==> src/rtl/cwe_pkg.sv <==
package cwe_pkg;

  localparam int HOST_AW = 3;
  localparam logic [HOST_AW-1:0] REG_DATA  = 3'd0;
  localparam logic [HOST_AW-1:0] REG_ADDR  = 3'd1;
  localparam logic [HOST_AW-1:0] REG_CFG   = 3'd2;
  localparam logic [HOST_AW-1:0] REG_BURST = 3'd3;
  localparam logic [HOST_AW-1:0] REG_HIGH  = 3'd4;

  typedef enum logic [2:0] {
    RGN_DATA = 3'd0,
    RGN_REGS = 3'd1,
    RGN_PROG = 3'd5,
    RGN_EXT  = 3'd7
  } region_e;

  // strobes from control to datapath
  typedef struct packed {
    logic addrWr;
    logic cfgWr;
    logic highWr;
    logic memWrite;  // host write to data port, valid region
    logic fetch;     // prefetch slot taken this cycle
    logic pop;       // host read of data port
    logic flush;     // cancel
  } cweStrobe_t;

  function automatic logic regionValid(input logic [2:0] rgn);
    return (rgn == RGN_DATA) || (rgn == RGN_REGS) ||
           (rgn == RGN_PROG) || (rgn == RGN_EXT);
  endfunction

endpackage

==> src/rtl/cwe_fifo.sv <==
module cwe_fifo #(
  parameter int WIDTH = 16,
  parameter int DEPTH = 16,
  localparam int PTRW = $clog2(DEPTH),
  localparam int LVLW = $clog2(DEPTH + 1)
) (
  input  logic             clk,
  input  logic             rstN,
  input  logic             push,
  input  logic [WIDTH-1:0] pushData,
  input  logic             pop,
  input  logic             flush,
  output logic [WIDTH-1:0] head,
  output logic [LVLW-1:0]  level
);

  logic [WIDTH-1:0] store [DEPTH];
  logic [PTRW-1:0]  wrPtr, rdPtr;
  logic             doPush, doPop;

  assign doPop  = pop && (level != '0);
  assign doPush = push && ((level != LVLW'(DEPTH)) || doPop);
  assign head   = (level != '0) ? store[rdPtr] : '0;

  always_ff @(posedge clk or negedge rstN) begin
    if (!rstN) begin
      wrPtr <= '0;
      rdPtr <= '0;
      level <= '0;
    end else if (flush) begin
      wrPtr <= '0;
      rdPtr <= '0;
      level <= '0;
    end else begin
      if (doPush) wrPtr <= wrPtr + 1'b1;
      if (doPop)  rdPtr <= rdPtr + 1'b1;
      if (doPush && !doPop)      level <= level + 1'b1;
      else if (doPop && !doPush) level <= level - 1'b1;
    end
  end

  generate
    for (genvar i = 0; i < DEPTH; i++) begin : g_slot
      always_ff @(posedge clk) begin
        if (doPush && !flush && (wrPtr == PTRW'(i))) store[i] <= pushData;
      end
    end
  endgenerate

endmodule

==> src/rtl/cwe_ctrl.sv <==
module cwe_ctrl
  import cwe_pkg::*;
#(
  parameter int DEPTH = 16,
  localparam int LVLW = $clog2(DEPTH + 1)
) (
  input  logic               clk,
  input  logic               rstN,
  input  logic               hostSel,
  input  logic               hostWr,
  input  logic               hostRd,
  input  logic [HOST_AW-1:0] hostAddr,
  input  logic [3:0]         hostCmd,
  input  logic [2:0]         cfgRegion,
  input  logic [LVLW-1:0]    fifoLevel,
  input  logic               readInFlight,
  output cweStrobe_t         strobe,
  output logic [1:0]         burstCode,
  output logic               hostIrq
);

  logic            dataSel, burstWr, startCmd, cancelCmd, wantMore, hasRoom;
  logic [LVLW-1:0] remaining;
  logic            unbounded;
  logic [LVLW:0]   committed;

  assign dataSel   = hostSel && (hostAddr == REG_DATA);
  assign burstWr   = hostSel && hostWr && (hostAddr == REG_BURST);
  assign cancelCmd = burstWr && hostCmd[1];
  assign startCmd  = burstWr && hostCmd[0] && !hostCmd[1];

  assign committed = {1'b0, fifoLevel} + (LVLW+1)'(readInFlight);
  assign hasRoom   = committed < (LVLW+1)'(DEPTH);
  assign wantMore  = unbounded || (remaining != '0);

  always_comb begin
    strobe          = '0;
    strobe.addrWr   = hostSel && hostWr && (hostAddr == REG_ADDR);
    strobe.cfgWr    = hostSel && hostWr && (hostAddr == REG_CFG);
    strobe.highWr   = hostSel && hostWr && (hostAddr == REG_HIGH);
    strobe.memWrite = dataSel && hostWr && regionValid(cfgRegion);
    strobe.pop      = dataSel && hostRd && !hostWr;
    strobe.flush    = cancelCmd;
    strobe.fetch    = wantMore && hasRoom && !strobe.memWrite &&
                      !startCmd && !cancelCmd;
  end

  function automatic logic [LVLW-1:0] burstLen(input logic [1:0] code);
    case (code)
      2'd0:    return LVLW'(1);
      2'd1:    return LVLW'(8);
      default: return LVLW'(DEPTH);
    endcase
  endfunction

  always_ff @(posedge clk or negedge rstN) begin
    if (!rstN) begin
      remaining <= '0;
      unbounded <= 1'b0;
      burstCode <= '0;
      hostIrq   <= 1'b0;
    end else begin
      hostIrq <= startCmd || strobe.memWrite;
      if (burstWr) burstCode <= hostCmd[3:2];
      if (cancelCmd) begin
        remaining <= '0;
        unbounded <= 1'b0;
      end else if (startCmd) begin
        unbounded <= (hostCmd[3:2] == 2'd3);
        remaining <= (hostCmd[3:2] == 2'd3) ? '0 : burstLen(hostCmd[3:2]);
      end else if (strobe.fetch && !unbounded) begin
        remaining <= remaining - 1'b1;
      end
    end
  end

endmodule

==> src/rtl/cwe_datapath.sv <==
module cwe_datapath
  import cwe_pkg::*;
#(
  parameter int DEPTH   = 16,
  parameter int DATAW   = 16,
  parameter int HIGHW   = 8,
  parameter int REGSW   = 11,
  localparam int MEMAW  = HIGHW + DATAW,
  localparam int LVLW   = $clog2(DEPTH + 1)
) (
  input  logic               clk,
  input  logic               rstN,
  input  cweStrobe_t         strobe,
  input  logic [HOST_AW-1:0] hostAddr,
  input  logic [DATAW-1:0]   hostWdata,
  input  logic [1:0]         burstCode,
  output logic [DATAW-1:0]   hostRdata,
  output logic [2:0]         cfgRegion,
  output logic [LVLW-1:0]    fifoLevel,
  output logic               readInFlight,
  output logic               memReq,
  output logic               memWe,
  output logic [2:0]         memRegion,
  output logic [MEMAW-1:0]   memAddr,
  output logic [DATAW-1:0]   memWdata,
  input  logic [DATAW-1:0]   memRdata
);

  logic [DATAW-1:0] winAddr;
  logic [HIGHW-1:0] highAddr;
  logic             autoStep;
  logic             pendingZero;
  logic             inRange;
  logic [DATAW-1:0] fifoHead;
  logic [DATAW-1:0] statusWord;
  logic             fifoPush;
  logic [DATAW-1:0] fifoIn;

  assign inRange   = regionValid(cfgRegion);
  assign memReq    = strobe.memWrite || (strobe.fetch && inRange);
  assign memWe     = strobe.memWrite;
  assign memRegion = cfgRegion;
  assign memWdata  = hostWdata;
  assign memAddr   = (cfgRegion == RGN_REGS)
                   ? MEMAW'(winAddr[REGSW-1:0])
                   : {highAddr, winAddr};

  always_ff @(posedge clk or negedge rstN) begin
    if (!rstN) begin
      winAddr   <= '0;
      highAddr  <= '0;
      cfgRegion <= '0;
      autoStep  <= 1'b0;
    end else begin
      if (strobe.cfgWr) begin
        cfgRegion <= hostWdata[14:12];
        autoStep  <= hostWdata[1];
      end
      if (strobe.highWr) highAddr <= hostWdata[HIGHW-1:0];
      if (strobe.addrWr)            winAddr <= hostWdata;
      else if (memReq && autoStep)  winAddr <= winAddr + 1'b1;
    end
  end

  // one-cycle read return; out-of-range slots deliver zero
  always_ff @(posedge clk or negedge rstN) begin
    if (!rstN) begin
      readInFlight <= 1'b0;
      pendingZero  <= 1'b0;
    end else begin
      readInFlight <= strobe.fetch && !strobe.flush;
      pendingZero  <= !inRange;
    end
  end

  assign fifoPush = readInFlight && !strobe.flush;
  assign fifoIn   = pendingZero ? '0 : memRdata;

  cwe_fifo #(.WIDTH(DATAW), .DEPTH(DEPTH)) u_fifo (
    .clk      (clk),
    .rstN     (rstN),
    .push     (fifoPush),
    .pushData (fifoIn),
    .pop      (strobe.pop),
    .flush    (strobe.flush),
    .head     (fifoHead),
    .level    (fifoLevel)
  );

  always_comb begin
    statusWord      = '0;
    statusWord[3:2] = burstCode;
    statusWord[5]   = (fifoLevel == LVLW'(DEPTH));
    statusWord[6]   = (fifoLevel != '0);
  end

  always_comb begin
    case (hostAddr)
      REG_DATA:  hostRdata = fifoHead;
      REG_ADDR:  hostRdata = winAddr;
      REG_CFG:   hostRdata = DATAW'({1'b0, cfgRegion, 10'd0, autoStep, 1'b0});
      REG_BURST: hostRdata = statusWord;
      REG_HIGH:  hostRdata = DATAW'(highAddr);
      default:   hostRdata = '0;
    endcase
  end

endmodule

==> src/rtl/cpWindowEngine.sv <==
module cpWindowEngine
  import cwe_pkg::*;
#(
  parameter int DEPTH  = 16,
  parameter int DATAW  = 16,
  parameter int HIGHW  = 8,
  localparam int MEMAW = HIGHW + DATAW,
  localparam int LVLW  = $clog2(DEPTH + 1)
) (
  input  logic             clk,
  input  logic             rstN,
  input  logic             hostSel,
  input  logic             hostWr,
  input  logic             hostRd,
  input  logic [2:0]       hostAddr,
  input  logic [DATAW-1:0] hostWdata,
  output logic [DATAW-1:0] hostRdata,
  output logic             hostIrq,
  output logic             memReq,
  output logic             memWe,
  output logic [2:0]       memRegion,
  output logic [MEMAW-1:0] memAddr,
  output logic [DATAW-1:0] memWdata,
  input  logic [DATAW-1:0] memRdata
);

  cweStrobe_t      strobe;
  logic [1:0]      burstCode;
  logic [2:0]      cfgRegion;
  logic [LVLW-1:0] fifoLevel;
  logic            readInFlight;

  cwe_ctrl #(.DEPTH(DEPTH)) u_ctrl (
    .clk          (clk),
    .rstN         (rstN),
    .hostSel      (hostSel),
    .hostWr       (hostWr),
    .hostRd       (hostRd),
    .hostAddr     (hostAddr),
    .hostCmd      (hostWdata[3:0]),
    .cfgRegion    (cfgRegion),
    .fifoLevel    (fifoLevel),
    .readInFlight (readInFlight),
    .strobe       (strobe),
    .burstCode    (burstCode),
    .hostIrq      (hostIrq)
  );

  cwe_datapath #(.DEPTH(DEPTH), .DATAW(DATAW), .HIGHW(HIGHW)) u_dp (
    .clk          (clk),
    .rstN         (rstN),
    .strobe       (strobe),
    .hostAddr     (hostAddr),
    .hostWdata    (hostWdata),
    .burstCode    (burstCode),
    .hostRdata    (hostRdata),
    .cfgRegion    (cfgRegion),
    .fifoLevel    (fifoLevel),
    .readInFlight (readInFlight),
    .memReq       (memReq),
    .memWe        (memWe),
    .memRegion    (memRegion),
    .memAddr      (memAddr),
    .memWdata     (memWdata),
    .memRdata     (memRdata)
  );

endmodule

==> config.mk <==
export PLATFORM = sky130hd
export DESIGN_NAME = cpWindowEngine
export DESIGN_NICKNAME = d
export VERILOG_FILES = /design/src/rtl/cwe_pkg.sv /design/src/rtl/cwe_fifo.sv /design/src/rtl/cwe_ctrl.sv /design/src/rtl/cwe_datapath.sv /design/src/rtl/cpWindowEngine.sv
export SDC_FILE = /design/constraint.sdc
export NUM_CORES = 1
export LEC_CHECK = 0
export CORE_UTILIZATION = 50
export DETAILED_ROUTE_END_ITERATION = 12
export GPL_TIMING_DRIVEN = 0
export HOLD_SLACK_MARGIN = 0.15
export PLACE_DENSITY = 0.82
export SLEW_MARGIN = 20
export SYNTH_ARGS = -nofsm -noshare
export SYNTH_HDL_FRONTEND = slang
export SYNTH_HIERARCHICAL = 1
export SYNTH_SLANG_ARGS = --single-unit
==> constraint.sdc <==
create_clock -name clk -period 5.6 [get_ports clk]
set_input_delay 1.12 -clock clk [delete_from_list [all_inputs] [get_ports clk]]
set_output_delay 1.12 -clock clk [all_outputs]
set_load 0.02 [all_outputs]
After elaboration in Yosys (flattened, before gate mapping)
Memories as Yosys holds them, arrays and structs flattened.
Index checks and enable logic that the tools add are counted.

storage, ports and cells
  memories = 1
  output and inout port bits = 62
  input port bits = 40
  latch bits = 0
  register bits = 52
  logic and storage cells = 231
  ROM bits = 0
  bits in writable memories = 256

memories
  memory             depth  width  rd ports  clocked after memory_dff  write ports  line            RTL
  u_dp.u_fifo.store  16     16     1         0                         1            cwe_fifo.sv:17  logic [WIDTH-1:0] store [DEPTH];

cells by class
  reductions and logical operators = 86
  multiplexer cells = 97
  magnitude comparators = 1
  equal/unequal tests = 26
  $add $sub $neg = 7
  shift operators = 0
  div/mod/pow operators = 0
  bitwise operators = 0
  multipliers = 0

operators with widths
  operator                                             number
  two-way mux 16 bit                                   19
  OR reduction 16 bit                                  15
  one-hot mux 16 bit (5 select lines)                  1
  two-way mux 4 bit                                    19
  two-way mux 1 bit                                    49
  logical AND 1 bit                                    43
  two-way mux 5 bit                                    7
  equality test 4 bit, second input constant           8
  two-way mux 24 bit                                   1
  adder 16 x 1 -> 16 bit, second input constant        1
  equality test 4 x 3 -> 1 bit, second input constant  4
  one-hot mux 5 bit (2 select lines)                   1
  nonzero test 5 bit                                   2
  subtractor 5 x 1 -> 5 bit, second input constant     2
  equality test 3 bit, second input constant           3
  logical NOT 1 bit                                    9
  adder 4 x 1 -> 4 bit, second input constant          2
  equality test 4 x 2 -> 1 bit, second input constant  2
  nonzero test 2 bit                                   4
  logical OR 1 bit                                     7
  adder 5 x 1 -> 6 bit                                 1
  equality test 3 x 1 -> 1 bit, second input constant  2
  equality test 3 x 2 -> 1 bit, second input constant  2
  logical NOT 3 bit                                    2
  10 further kinds                                     11

Logic depth before layout (Yosys ltp)
Gate-level depths: netlist of run 1.

  depth in word-level cells = 27
  depth in mapped cells = 15
  gate-level depth less buffers = 13

Cells and area by module
Netlist of run 1, hierarchy kept.

modules (own cells, without submodules)
  module        sequential area each (µm²)  area each (µm²)  cells each  instances
  cwe_fifo      8012.7                      10667.7          498         1
  cwe_datapath  750.7                       2469.9           293         1
  cwe_ctrl      225.2                       661.9            68          1

Worst setup path after synthesis of run 1
OpenSTA, ideal clock, no wires.

  path type = input -> register
  start point = in hostSel
  end point = mem u_dp.u_fifo.store[0][0], enable pin
  library setup time = 0.409 ns
  slack = 1.758 ns
  data required time = 5.191 ns
  buffers on the path = 2
  data arrival time = 3.432 ns
  cell stages on the path = 9
  path through = nand3_1 > nor2_2 > and2_0 > buf_2 > buf_4 > nor2b_1 > o211a_1 > nand2_1 > nor3_1

on the way
  word-level cells in the longest chain between the ends = 26
  elaborated cells between the ends (all ways) = 105
  those cells by class = mux: 62; reduce/logical: 43

ends and longest elaborated chain
  what                                                                                    line                  RTL
  start: declaration                                                                      cpWindowEngine.sv:12  input logic hostSel,
  logical AND 1 bit * (2 in series)                                                       cwe_ctrl.sv:28        assign burstWr = hostSel && hostWr && (hostAddr == REG_BURST);
  logical AND 1 bit *                                                                     cwe_ctrl.sv:29        assign cancelCmd = burstWr && hostCmd[1];
  via u_ctrl.cancelCmd                                                                    cwe_ctrl.sv:22        logic dataSel, burstWr, startCmd, cancelCmd, wantMore, hasRoom;
  logical NOT 1 bit *                                                                     cwe_datapath.sv:76    assign fifoPush = readInFlight && !strobe.flush;
  logical AND 1 bit *                                                                     cwe_datapath.sv:76
  via u_dp.fifoPush                                                                       cwe_datapath.sv:36    logic fifoPush;
  logical AND 1 bit *                                                                     cwe_fifo.sv:22        assign doPush = push && ((level != LVLW'(DEPTH)) || doPop);
  logical AND 1 bit *                                                                     cwe_fifo.sv:45        if (doPush && !flush && (wrPtr == PTRW'(i))) store[i] <= pushData;
  logical AND 1 bit                                                                       cwe_fifo.sv:45
  two-way mux 1 bit                                                                       cwe_fifo.sv:45
  two-way mux 1 bit (implied by the code)                                                 cwe_fifo.sv:45
  OR reduction 16 bit (no source line)                                                    n/a
  two-way mux 4 bit (no source line) or two-way mux 1 bit (tied branches) (15 in series)  n/a
  end: declaration                                                                        cwe_fifo.sv:17

The timed path passes the listed nets; every way through them passes the cells marked *.

==> results of run 1 <==
[sequential cells by signal, indices dropped and copies added, names as in the netlist]
register,flops
u_dp/winAddr,16
u_ctrl/remaining,5
u_dp/highAddr,8
u_dp/u_fifo/wrPtr,4
u_dp/u_fifo/store,256
u_dp/autoStep,1
u_dp/readInFlight,1
u_dp/u_fifo/rdPtr,4
u_ctrl/hostIrq,1
u_ctrl/unbounded,1
u_dp/pendingZero,1
u_dp/cfgRegion,3
u_dp/u_fifo/level,5
u_ctrl/burstCode,2
[stage by stage]
stage / util [%] / std cells / power [W] / setup WS (ns) / instance area (sq um)
floorplan: - / 859 / 0.00468 / 1.76 / 13800
global placement: 56.4 / 1301 / 0.00538 / -0.151 / 15200
detailed placement: 57.4 / 1321 / 0.00555 / 0.236 / 15500
CTS: 61.1 / 1377 / 0.00755 / 0.223 / 16500
global route: 61.2 / 1377 / 0.00786 / 0.0837 / 16500
finish: 61.2 / 1377 / 0.00754 / 0.131 / 16500
[kinds of logic after synthesis]
family                     after synthesis  synth area share (%)
xor gates and xnor gates                11                 0.698
adders and majority gates               14                  1.32
DFF                                    308                  65.1
AOI/OAI and AO/OA                       99                  5.65
buffers and inverters                   94                  3.91
muxes                                  117                  14.6
and+or+nand+nor                        216                  8.70
[worst paths after layout]
kind / endpoint / slack (ns) / depth (start not counted)
worst min-delay path: u_ctrl/burstCode[0] / 0.53 / 1
min in group asynchronous: u_ctrl/remaining[2] / 0.62 / 1
worst max-delay path: memReq / 0.13 / 7
worst min register to register: u_ctrl/burstCode[0] / 0.53 / 1
worst max register to register: u_dp/winAddr[7] / 2.32 / 8
max in group asynchronous: u_dp/u_fifo/level[3] / 4.52 / 1
[report_power, final]
| part | internal (W) | switching [W] | total, W |
|---|---|---|---|
| clock network | 0.00115 | 0.000839 | 0.00199 |
| registers | 0.00293 | 0.000231 | 0.00316 |
| logic | 0.00105 | 0.00134 | 0.00240 |
| total | 0.00513 | 0.00241 | 0.00754 |
[metal layers]
layer	track usage [%]	vias up
met2	40.9	419
met3	3.97	63
li1	-	3646
met1	30.6	4289
met5	0	-
met4	7.91	0
[layout make-up]
type,instances,area (sq um)
sequential,308,8990
fill,1916,10500
timing repair buffer,121,1250
clock buffer,37,797
inverter,17,63.8
buffer,77,475
tap,341,427
multi-input combinational,457,4340
clock inverter,19,189
[cells in the final DEF (no fill, tap or decap), drive strengths merged, types with 4 or more instances in the layout]
cell type,Yosys,final
edfxtp,256,256
clkdlybuf4s50,0,100
buf,61,82
nor2,65,65
mux4,64,64
clkbuf,16,53
dfrtp,52,52
nor2b,52,52
mux2,33,33
nand2,23,23
mux2i,20,20
a221o,18,18
inv,17,17
a31oi,16,16
nor3,16,16
clkinv,0,16
a21oi,14,14
ha,13,13
o21ai,12,12
nand3,11,11
nand4,10,10
o31ai,9,9
nand2b,8,8
xor2,6,6
or4,6,6
o21a,5,5
xnor2,5,5
and3,4,4
o2111ai,4,4
and2,4,4
o211ai,4,4
==> flow_summary.toml, run 1 <==
[yosys]
ys_warn_count = 6
synth_top_area_share_pct = 55.7
syn_area_per_cell_sq_um = 16.1
synth.yosys.seq_area_share_pct = 65.1
synthTopCellsByArea = "edfxtp_1 56%, mux4_2 10%, dfrtp_1 9.4%, mux2_2 2.5%, nor2b_1 2.4%"
synth_edf_count = 256
synth_top_area_cell = "edfxtp_1"
synthTopCellsByCount = "256 x edfxtp_1, 64 x mux4_2, 61 x nor2_1"
ys_types = 71
syn_area_sq_um = 13800
synth-async-reset-ratio_pct = 16.9
syn-instance-count = 859
synth.most_common_cell = "edfxtp_1"
synth_ff_type = "edfxtp_1"
ys_ff_latch = 308
syn-num-nets = 913

[min_path]
worstHoldStart = "u_ctrl/burstCode[0]"
hp-class = "register to register"

[routing]
route.met3.wl_um = 2600
drtPass1Iterations = 5
wl_um = 32900
ant_nets = 0
wl_per_cell_um = 23.9
met1_length_um = 12900
drtIter0Drc = 826
vias_per_cell = 6.11
drc = 0
dr.max_layer_used = "met4"
dr_wl_met2_um = 16400
dr_total_vias = 8417

[die]
io-pin-count = 102
start_util_pct = 51.1
die_h_um = 168
rows = 60
core-area_sq_um = 27000
die_area_sq_um = 28300
die_w_um = 168

[setup_path]
critPathLaunch = "hostAddr[1]"
worst_ep_required_time_ns = 4.48
crit_slowest_cell = "a2111oi_2"
path_buf_inv = 3
worst-setup-path-type = "input pin to output port"
critPathMaxFanout = 10
r2r_start = "u_dp/cfgRegion[1]"
path_common_cell = "clkdlybuf4s50_1"
worstPathCellList = "clkdlybuf4s50_1, a2111oi_2, nand4b_4, nor2_1, a31oi_2, inv_2, clkdlybuf4s50_1"
max_stage_delay_ns = 1.01
cp_top_family = "buffers and inverters"
end_kind = "output port"
worstPathArrival_ns = 4.35
start_kind = "input pin"

[clock_network]
cts_buffers = 30
clock-sinks = 308
hold_buffers = 0
cts.htree.levels = 1
cts_tree = "done"
postCtsResizedCells = 0
cts_setup_buffers = 0
clockBufferDepth = 3
cts_root_buf = "clkbuf_16"
clock_latency_ns = 0.58
clkSlewWorstSetupHoldPaths_ns = 0.06

[global_routing]
grt_pass1_vias = 8416
track_usage_pct = 23.7
grt_max_degree = 53
grt_pass1_wl_um = 49800
antenna_found_initial = 0
grt-ovfl-total = 0

[sta]
setup_viol = 0
worstMarginPinSlew_ns = 1.09
finalHoldViolations = 0
holdWs_ns = 0.531
rsz0062_at_grt = "no"
min_period_over_period_pct = 97.7
slew_headroom_pct = 27.5
min_period_ns = 5.47
clock.fmax_mhz = 183
maxSlewViolCount = 0
tns_ns = 0
skew_ns = 0.0467

[placement]
place_hpwl_um = 22400
port_buffers = 101
gp_congestion = 0.903

[pwr]
leakagePower_nw = 5.72
peakVddDrop_uv = 296
power_density_nw_per_um2 = 456

[cells_and_area]
n_antenna_cell = 0
nets = 1066
area_delta_synth_final_pct = 19.8
drive_gt1_share_pct = 25.1

[flow_run]
max_cap_violations = 0

[run_status]
outcome = "finished, final reports clean"
No activity file was read; power rests on OpenSTA's default activity.
==> run 2, diff against run 1 <==
- GPL_ROUTABILITY_DRIVEN: unset -> 0
==> run 2 against run 1 <==
  * Power fell by 2.0%
  * Critical path depth is the same
  * Routed wire length shrank 3.5%
  * Die area unchanged
  * First-iteration DRC count rose by 17%
  * Fmax rose by 2.8%
  * Critical endpoint unchanged
  * Largest cell class unchanged
==> flow_summary.toml, run 2 (same netlist as run 1, synthesis figures left out) <==
[run_status]
outcome = "finished, final reports clean"

[setup_path]
rr_worst_depth = 8
timing.rr.end = "u_dp/winAddr[7]"
critPathMaxFanout = 10
end_kind = "output port"
worst_ep_required_time_ns = 4.48
r2r_slack_ns = 2.42
r2r_start = "u_dp/cfgRegion[2]"
worstPathArrival_ns = 4.20
start_kind = "input pin"
worst-setup-path-type = "input pin to output port"

[min_path]
holdPathStages = 1
worstHoldStart = "u_ctrl/burstCode[1]"
worstHoldEndpoint = "u_ctrl/burstCode[1]"
hp-class = "register to register"

[die]
io-pin-count = 102
rows = 60
die_area_sq_um = 28300
start_util_pct = 51.1
die_h_um = 168
core-area_sq_um = 27000
die_w_um = 168

[sta]
setup_viol = 0
finalHoldViolations = 0
min_period_over_period_pct = 95.0
slew_headroom_pct = 25.9
min_period_ns = 5.32
skew_ns = 0.0399
tns_ns = 0
clock.fmax_mhz = 188
worstMarginPinSlew_ns = 1.11
rsz0062_at_grt = "no"
maxSlewViolCount = 0

[cells_and_area]
layout_commonest_cell = "edfxtp_1"
final_cell_mix = "256 x edfxtp_1, 100 x clkdlybuf4s50_1, 64 x mux4_2"
top_regs = "u_dp/u_fifo/store: 256 flops, u_dp/winAddr: 16 flops, u_dp/highAddr: 8 flops"
drive_gt1_share_pct = 24.9
top_register = "u_dp/u_fifo/store"
postLayoutCoreUtil_pct = 60.9
largest_reg_flops = 256
n_antenna_cell = 0
area_delta_synth_final_pct = 19.2
nets = 1065

[clock_network]
clkSlewWorstSetupHoldPaths_ns = 0.06
cts_setup_buffers = 0
cts_buffers = 30
postCtsResizedCells = 0
clock_latency_ns = 0.58
clockBufferDepth = 3
cts.htree.levels = 1
clock-sinks = 308
hold_buffers = 0
cts_tree = "done"
cts_root_buf = "clkbuf_16"

[routing]
drtIter0Drc = 965
drtPass1Iterations = 5
wl_per_cell_um = 23.1
ant_nets = 0
vias_per_cell = 6.00
dr_total_vias = 8254
wl_um = 31800
drc = 0

[global_routing]
grt_max_degree = 53
grt_pass1_vias = 8248
grt_pass1_wl_um = 48800
antenna_found_initial = 0
track_usage_pct = 23.1
grt-ovfl-total = 0

[placement]
port_buffers = 101
place_hpwl_um = 22200

[pwr]
leakagePower_nw = 5.67
power_density_nw_per_um2 = 449
peakVddDrop_uv = 281

[flow_run]
max_cap_violations = 0
-- run 2: cell types whose count changed in the layout (fill, tap and decap cells not counted), moves of 3 or more --
cell,change
buf_6,+4
buf_8,-4
clkinv_1,-4
clkinvlp_4,+3
nor2b_1,+3
nor2b_2,-3
-- run 2: how the worst max path moves through the flow --
| stage | start | slack [ns] | endpoint | cells after the start |
|---|---|---|---|---|
| finish | hostAddr[1] | 0.28 | memReq | 7 |
| global placement | hostAddr[1] | -0.09 | u_dp/u_fifo/store[0][6] | 10 |
| floorplan | hostSel | 1.76 | u_dp/u_fifo/store[0][0] | 9 |
| global route | hostAddr[0] | 0.14 | memReq | 8 |
| detailed placement | hostAddr[0] | 0.32 | memReq | 8 |
| CTS | hostAddr[0] | 0.31 | memReq | 8 |
-- run 2: where the power goes --
| part | leakage [nW] | internal, W | switching [W] |
|---|---|---|---|
| clock network | 0.446 | 0.00104 | 0.000840 |
| registers | 2.97 | 0.00293 | 0.000227 |
| logic | 2.25 | 0.00105 | 0.00131 |
| total | 5.67 | 0.00502 | 0.00237 |
-- run 2: area by class of cell --
cell class              count  area (sq um)
flip-flops and latches    308          8990
multi-input cells         457          4330
plain buffers              77           475
well taps                 341           427
repair buffers            120          1230
inverters                  17          63.8
clock buffers              37           777
clock inverters            19           155
fillers                  1971         10600
-- run 2: metrics by stage --
step / instance area (sq um) / worst slack, ns / instances / total power (W) / hold WS, ns
2_1_floorplan: 13800 / 1.76 / 859 / 0.00468 / 0.481
3_3_place_gp: 15200 / -0.0884 / 1301 / 0.00538 / 0.498
3_5_place_dp: 15500 / 0.319 / 1320 / 0.00553 / 0.501
4_1_cts: 16400 / 0.309 / 1376 / 0.00743 / 0.515
5_1_grt: 16400 / 0.136 / 1376 / 0.00772 / 0.540
6_report: 16400 / 0.282 / 1376 / 0.00739 / 0.516
-- run 2: critical path, stage by stage --
cell	delay, ns
clkdlybuf4s50_1	0.61
a2111oi_2	0.95
nand4b_4	0.35
nor2_1	0.12
a31oi_2	0.33
inv_2	0.14
clkdlybuf4s50_1	0.56
-- run 2: metal layers --
layer | part of all wire, % | wire length, um | GRT usage [%] | up-vias
met3 | 7.6 | 2420 | 3.67 | 78
met5 | 0 | 0 | 0 | -
met2 | 49 | 15600 | 39.3 | 414
met4 | 3.5 | 1120 | 7.67 | 0
met1 | 40 | 12700 | 30.6 | 4122
li1 | - | - | - | 3640
